**src/rtl/bidir_pin_pkg.sv**
```systemverilog
package bidir_pin_pkg;
  localparam int ADDR_PORT = 0;
  localparam int ADDR_LAT  = 1;
  localparam int ADDR_DIR  = 2;

  typedef struct packed {
    logic latWr;
    logic dirWr;
    logic rdPort;
    logic rdLat;
    logic rdDir;
  } strobes_t;
endpackage

```
**src/rtl/pin_port_ctrl.sv**
```systemverilog
module pin_port_ctrl
  import bidir_pin_pkg::*;
#(
  parameter int ADDR_W = 2
) (
  input  logic              wrEn,
  input  logic [ADDR_W-1:0] addr,
  output strobes_t          stb
);
  logic hitPort, hitLat, hitDir;

  assign hitPort = (addr == ADDR_W'(ADDR_PORT));
  assign hitLat  = (addr == ADDR_W'(ADDR_LAT));
  assign hitDir  = (addr == ADDR_W'(ADDR_DIR));

  always_comb begin
    stb        = '0;
    stb.latWr  = wrEn & (hitPort | hitLat);
    stb.dirWr  = wrEn & hitDir;
    stb.rdPort = hitPort;
    stb.rdLat  = hitLat;
    stb.rdDir  = hitDir;
  end
endmodule

```
**src/rtl/pin_port_dp.sv**
```systemverilog
module pin_port_dp
  import bidir_pin_pkg::*;
#(
  parameter int WIDTH       = 5,
  parameter int DATA_W      = 8,
  parameter int SYNC_STAGES = 2,
  parameter int CMP_PINS    = 4
) (
  input  logic              clk,
  input  logic              rstN,
  input  strobes_t          stb,
  input  logic [WIDTH-1:0]  wrBits,
  input  logic [WIDTH-1:0]  padIn,
  input  logic [WIDTH-1:0]  anaSel,
  input  logic              cmpEn,
  output logic [WIDTH-1:0]  padOut,
  output logic [WIDTH-1:0]  padOe,
  output logic [DATA_W-1:0] rdData
);
  localparam logic [WIDTH-1:0] CMP_MASK = WIDTH'((1 << CMP_PINS) - 1);

  logic [WIDTH-1:0] latQ;
  logic [WIDTH-1:0] dirQ;
  logic [WIDTH-1:0] syncQ [SYNC_STAGES];
  logic [WIDTH-1:0] digMask;
  logic [WIDTH-1:0] pinView;

  always_ff @(posedge clk or negedge rstN) begin
    if (!rstN) begin
      latQ <= '0;
      dirQ <= '1;
    end else begin
      if (stb.latWr) latQ <= wrBits;
      if (stb.dirWr) dirQ <= wrBits;
    end
  end

  always_ff @(posedge clk or negedge rstN) begin
    if (!rstN) syncQ[0] <= '0;
    else       syncQ[0] <= padIn;
  end

  for (genvar s = 1; s < SYNC_STAGES; s++) begin : g_sync
    always_ff @(posedge clk or negedge rstN) begin
      if (!rstN) syncQ[s] <= '0;
      else       syncQ[s] <= syncQ[s-1];
    end
  end

  assign digMask = ~(anaSel | (cmpEn ? CMP_MASK : '0));
  assign pinView = syncQ[SYNC_STAGES-1] & digMask;

  assign padOut = latQ;
  assign padOe  = ~dirQ;

  always_comb begin
    rdData = '0;
    unique case (1'b1)
      stb.rdPort: rdData[WIDTH-1:0] = pinView;
      stb.rdLat:  rdData[WIDTH-1:0] = latQ;
      stb.rdDir:  rdData[WIDTH-1:0] = dirQ;
      default:    rdData = '0;
    endcase
  end
endmodule

```
**src/rtl/bidir_pin_port.sv**
```systemverilog
module bidir_pin_port
  import bidir_pin_pkg::*;
#(
  parameter int WIDTH    = 5,
  parameter int DATA_W   = 8,
  parameter int ADDR_W   = 2,
  parameter int CMP_PINS = 4
) (
  input  logic              clk,
  input  logic              rstN,
  input  logic              wrEn,
  input  logic [ADDR_W-1:0] addr,
  input  logic [DATA_W-1:0] wrData,
  output logic [DATA_W-1:0] rdData,
  input  logic [WIDTH-1:0]  padIn,
  input  logic [WIDTH-1:0]  anaSel,
  input  logic              cmpEn,
  output logic [WIDTH-1:0]  padOut,
  output logic [WIDTH-1:0]  padOe
);
  strobes_t stb;

  pin_port_ctrl #(.ADDR_W(ADDR_W)) u_ctrl (
    .wrEn(wrEn), .addr(addr), .stb(stb)
  );

  pin_port_dp #(
    .WIDTH(WIDTH), .DATA_W(DATA_W), .SYNC_STAGES(2), .CMP_PINS(CMP_PINS)
  ) u_dp (
    .clk(clk), .rstN(rstN), .stb(stb), .wrBits(wrData[WIDTH-1:0]),
    .padIn(padIn), .anaSel(anaSel), .cmpEn(cmpEn),
    .padOut(padOut), .padOe(padOe), .rdData(rdData)
  );
endmodule

```
**config.mk**
```make
export PLATFORM = sky130hd
export DESIGN_NAME = bidir_pin_port
export DESIGN_NICKNAME = d
export VERILOG_FILES = /design/src/rtl/bidir_pin_pkg.sv /design/src/rtl/pin_port_ctrl.sv /design/src/rtl/pin_port_dp.sv /design/src/rtl/bidir_pin_port.sv
export SDC_FILE = /design/constraint.sdc
export NUM_CORES = 1
export LEC_CHECK = 0
export BUFFER_PORTS_ARGS = -buffer_cell sky130_fd_sc_hd__buf_2
export CAP_MARGIN = 20
export CORE_MARGIN = 3
export CORE_UTILIZATION = 43
export CTS_CLUSTER_DIAMETER = 30
export DETAILED_ROUTE_END_ITERATION = 8
export PLACE_DENSITY = 0.77
export SLEW_MARGIN = 10
export SYNTH_ARGS = -nofsm -noshare
export SYNTH_HDL_FRONTEND = slang
export SYNTH_SLANG_ARGS = --single-unit
```
**constraint.sdc**
```tcl
create_clock -name clk -period 0.99 [get_ports clk]
set_input_delay 0.0495 -clock clk [delete_from_list [all_inputs] [get_ports clk]]
set_output_delay 0.0495 -clock clk [all_outputs]
set_load 0.1 [all_outputs]
```
==> summary.md <==
| Metric | Value |
|---|---|
| Outcome | `finished, violations left` |
| Failing checks | `setup timing` |
| CTS Root Cell | `clkbuf_4` |
| CTS tree | `built` |
| Tot Pwr | `3360 uW` |
| Multi-input logic area | `398 um^2` |
| Final nets | `145` |
| R2r startpoint | `u_dp.padOut[1]$_DFFE_PN0P_` |
| Most frequent cells in the layout | `buf_2, buf_12, mux2_2, dlygate4sd3_1, dfrtp_1` |
| Largest net degree at the start of global routing | `21` |
| Critical path buffers and inverters | `1` |
| Via density | `4.96` |
| Die X | `49.4 um` |
| Slew Viols, Final | `0` |
| Logic pwr share | `48.6%` |
| Register Area | `526 um^2` |
| Row Count | `15` |
| Req. time, crit path | `0.94 ns` |
| Critical-path cell list | `nor4b_2, a21oi_2, o21ai_4, buf_12` |
| # setup viols final | `15` |
| Cell Area, Synth | `810 um^2` |
| Initial Utilization | `46.4%` |
| Hold Vio Cnt, Final | `0` |
| Die Span Y | `49.4 um` |
| Routed WL per cell | `18.1 um` |
| DRT Pass-1 Iters | `4` |
| Post-synthesis register bit count | `20` |
| Total Routing Usage GR | `19.3%` |
| P_leak | `0.000710 uW` |
| Cell Int Power | `1970 uW` |
| I/O Buffers | `35` |
| YS warnings | `0` |
| Worst Setup End Kind | `primary output` |
| CP peak stage delay | `0.35 ns` |
| Drt total wl | `2630 um` |
| DP Wirelength | `1500 um` |
| Cell depth of the worst setup path | `4` |
| Syn avg cell area | `12.8 um^2` |
| Sinks on Clock Net | `20` |
| Critical-path top delay cell | `dfrtp_1` |
| Largest fanout on the critical path | `1` |
| Antenna violations before repair | `0` |
| Reg2reg end | `u_dp.padOut[1]$_DFFE_PN0P_` |
| Fillers | `55` |
| Worst setup margin | `-0.444 ns` |
| Period minus WS final | `1.43 ns` |
| Global-route wire length before repair | `3510 um` |
| Syn Inst Count | `63` |
| Post-synthesis sequential area ratio | `62.6%` |
| Max frequency | `697 MHz` |
| Vias in the first global route | `757` |
| Worst IR drop on VDD | `0.00273 V` |
| CP startpoint kind | `register` |
| Most common cell after layout, fill and taps aside | `buf_2` |
| Share of layout cells above drive strength 1 | `74.2%` |
| Net Switching | `1400 uW` |
| Hold WC Path Type | `input port to register` |
| H-tree depth | `1` |
| Number of buffers created by CTS | `3` |
| Sequential Power Share | `31.0%` |
| Sw frac | `41.5%` |
| R2R cell count | `2` |
| Crit. Startpoint | `u_dp.syncQ[2]$_DFF_PN0_` |
| DIE AREA | `2440 um^2` |
| Vias | `719` |
| GPL Wtd Cong | `0.753` |
| # IOs | `42` |
| Deepest clock path buffer count | `2` |
| Clk network pwr share | `20.4%` |
| CP delay by family, top | `flip-flops` |
| Drt drc | `0` |
| Core area | `1750 um^2` |
| Layout area overhead | `99.4%` |
| Antenna viol nets, final | `0` |
| Yosys cell types | `17` |
| Sum Neg Setup Slack | `-3.43 ns` |
| # diodes | `0` |
| RSZ-0062 raised after global routing | `true` |
| R2R Setup Slk | `0.01 ns` |
| Fin crit share | `145%` |
| Clk slew on worst S/H paths | `0.11 ns` |
| Worst EP arrival | `1.38 ns` |
| CP endpoint | `rdData[2]` |
| Critical path class | `register to primary output` |
| PwrDens | `2080 nW/um^2` |
| Grt ovf | `0` |
| DR iter-0 viols | `10` |
| Max Cap Violations | `0` |
| Worst skew pair latency | `0.31 ns` |
| Worst clock skew | `0.0173 ns` |
[layout make-up]
type / count / share of cell area (%)
Timing Repair Buffer: 55 / 36.3
Sequential cell: 20 / 32.6
Multi-Input combinational cell: 36 / 24.7
Tap cell: 25 / 1.94
Clock inverter: 1 / 1.86
Clock buffer: 3 / 1.40
Inverter: 5 / 1.32
[worst min path at each step]
| stage | slack (ns) | to | depth (start not counted) | start |
|---|---|---|---|---|
| global placement | 0.008 | u_dp.padOut[3]$_DFFE_PN0P_ | 1 | rstN |
| global route | 0.003 | u_dp.dirQ[1]$_DFFE_PN1P_ | 2 | wrData[1] |
| detailed placement | 0.009 | u_dp.padOut[3]$_DFFE_PN0P_ | 1 | rstN |
| finish | 0.01 | u_dp.dirQ[1]$_DFFE_PN1P_ | 2 | wrData[1] |
| floorplan | -0.25 | u_dp.syncQ[0]$_DFF_PN0_ | 0 | rstN |
| CTS | 0.001 | u_dp.dirQ[3]$_DFFE_PN1P_ | 2 | wrData[3] |
[layer usage]
| layer | track usage [%] | part of all wire, % | vias to the layer above |
|---|---|---|---|
| li1 | - | - | 320 |
| met1 | 23.9 | 36 | 345 |
| met2 | 33.9 | 53 | 44 |
| met3 | 4.28 | 6.5 | 10 |
| met4 | 5.07 | 3.7 | 0 |
| met5 | 0 | 0 | - |
[cells by family (layout without fill, tap and decap cells)]
kind of cell	after synthesis	after routing	synth area share (%)
DFF	20	20	62.6
and+or+nand+nor	13	13	10.8
AOI/OAI and AO/OA	10	10	6.49
muxes	10	10	13.9
buffers and inverters	9	64	5.72
other	1	3	0.463
[cells in the mapped netlist]
library cell | number | area [um^2]
nand3b_1 | 1 | 7.51
nor2_1 | 1 | 3.75
nand2_1 | 4 | 15.0
buf_2 | 1 | 5.00
and2b_2 | 1 | 8.76
nor2b_1 | 1 | 6.26
dfrtp_1 | 15 | 375
a22oi_1 | 1 | 7.51
dfstp_2 | 5 | 131
nor4b_1 | 4 | 35.0
conb_1 | 1 | 3.75
buf_4 | 3 | 22.5
mux2_2 | 10 | 113
inv_1 | 5 | 18.8
nand2_4 | 1 | 11.3
o21ai_0 | 5 | 25.0
a21oi_1 | 4 | 20.0
[sequential cells by signal (all words and copies together) (netlist names)]
register	count
u_dp.padOut	5
u_dp.dirQ	5
u_dp.syncQ	10
[per-stage QoR]
stage	instance area (um^2)	setup WS [ns]	hold slack (ns)	utilization [%]	instances
6_report	1610	-0.444	0.0146	92.5	145
2_1_floorplan	940	-0.393	-0.246	-	65
5_1_grt	1610	-0.501	0.00322	92.5	145
3_3_place_gp	1330	-0.0867	0.00829	76.1	129
3_5_place_dp	1330	-0.159	0.00857	76.1	129
4_1_cts	1560	-0.392	0.000954	89.5	142
[power by group through the flow]
stage | clock network [uW] | logic (uW) | registers [uW]
final | 688 | 1640 | 1040
after global placement | 0 | 1370 | 1040
after global routing | 730 | 1670 | 1050
after CTS | 662 | 1530 | 1040
after floorplan | 0 | 743 | 1250
after detailed placement | 0 | 1380 | 1050
[timing repair]
action,4_1_cts,5_1_grt
buffers inserted,1,3
endpoints found under the setup margin,16,16
endpoints found under the hold margin,25,1
resized for setup,23,10
pin swaps,3,2
hold buffers,9,1
Power figures use the tool's default switching activity.
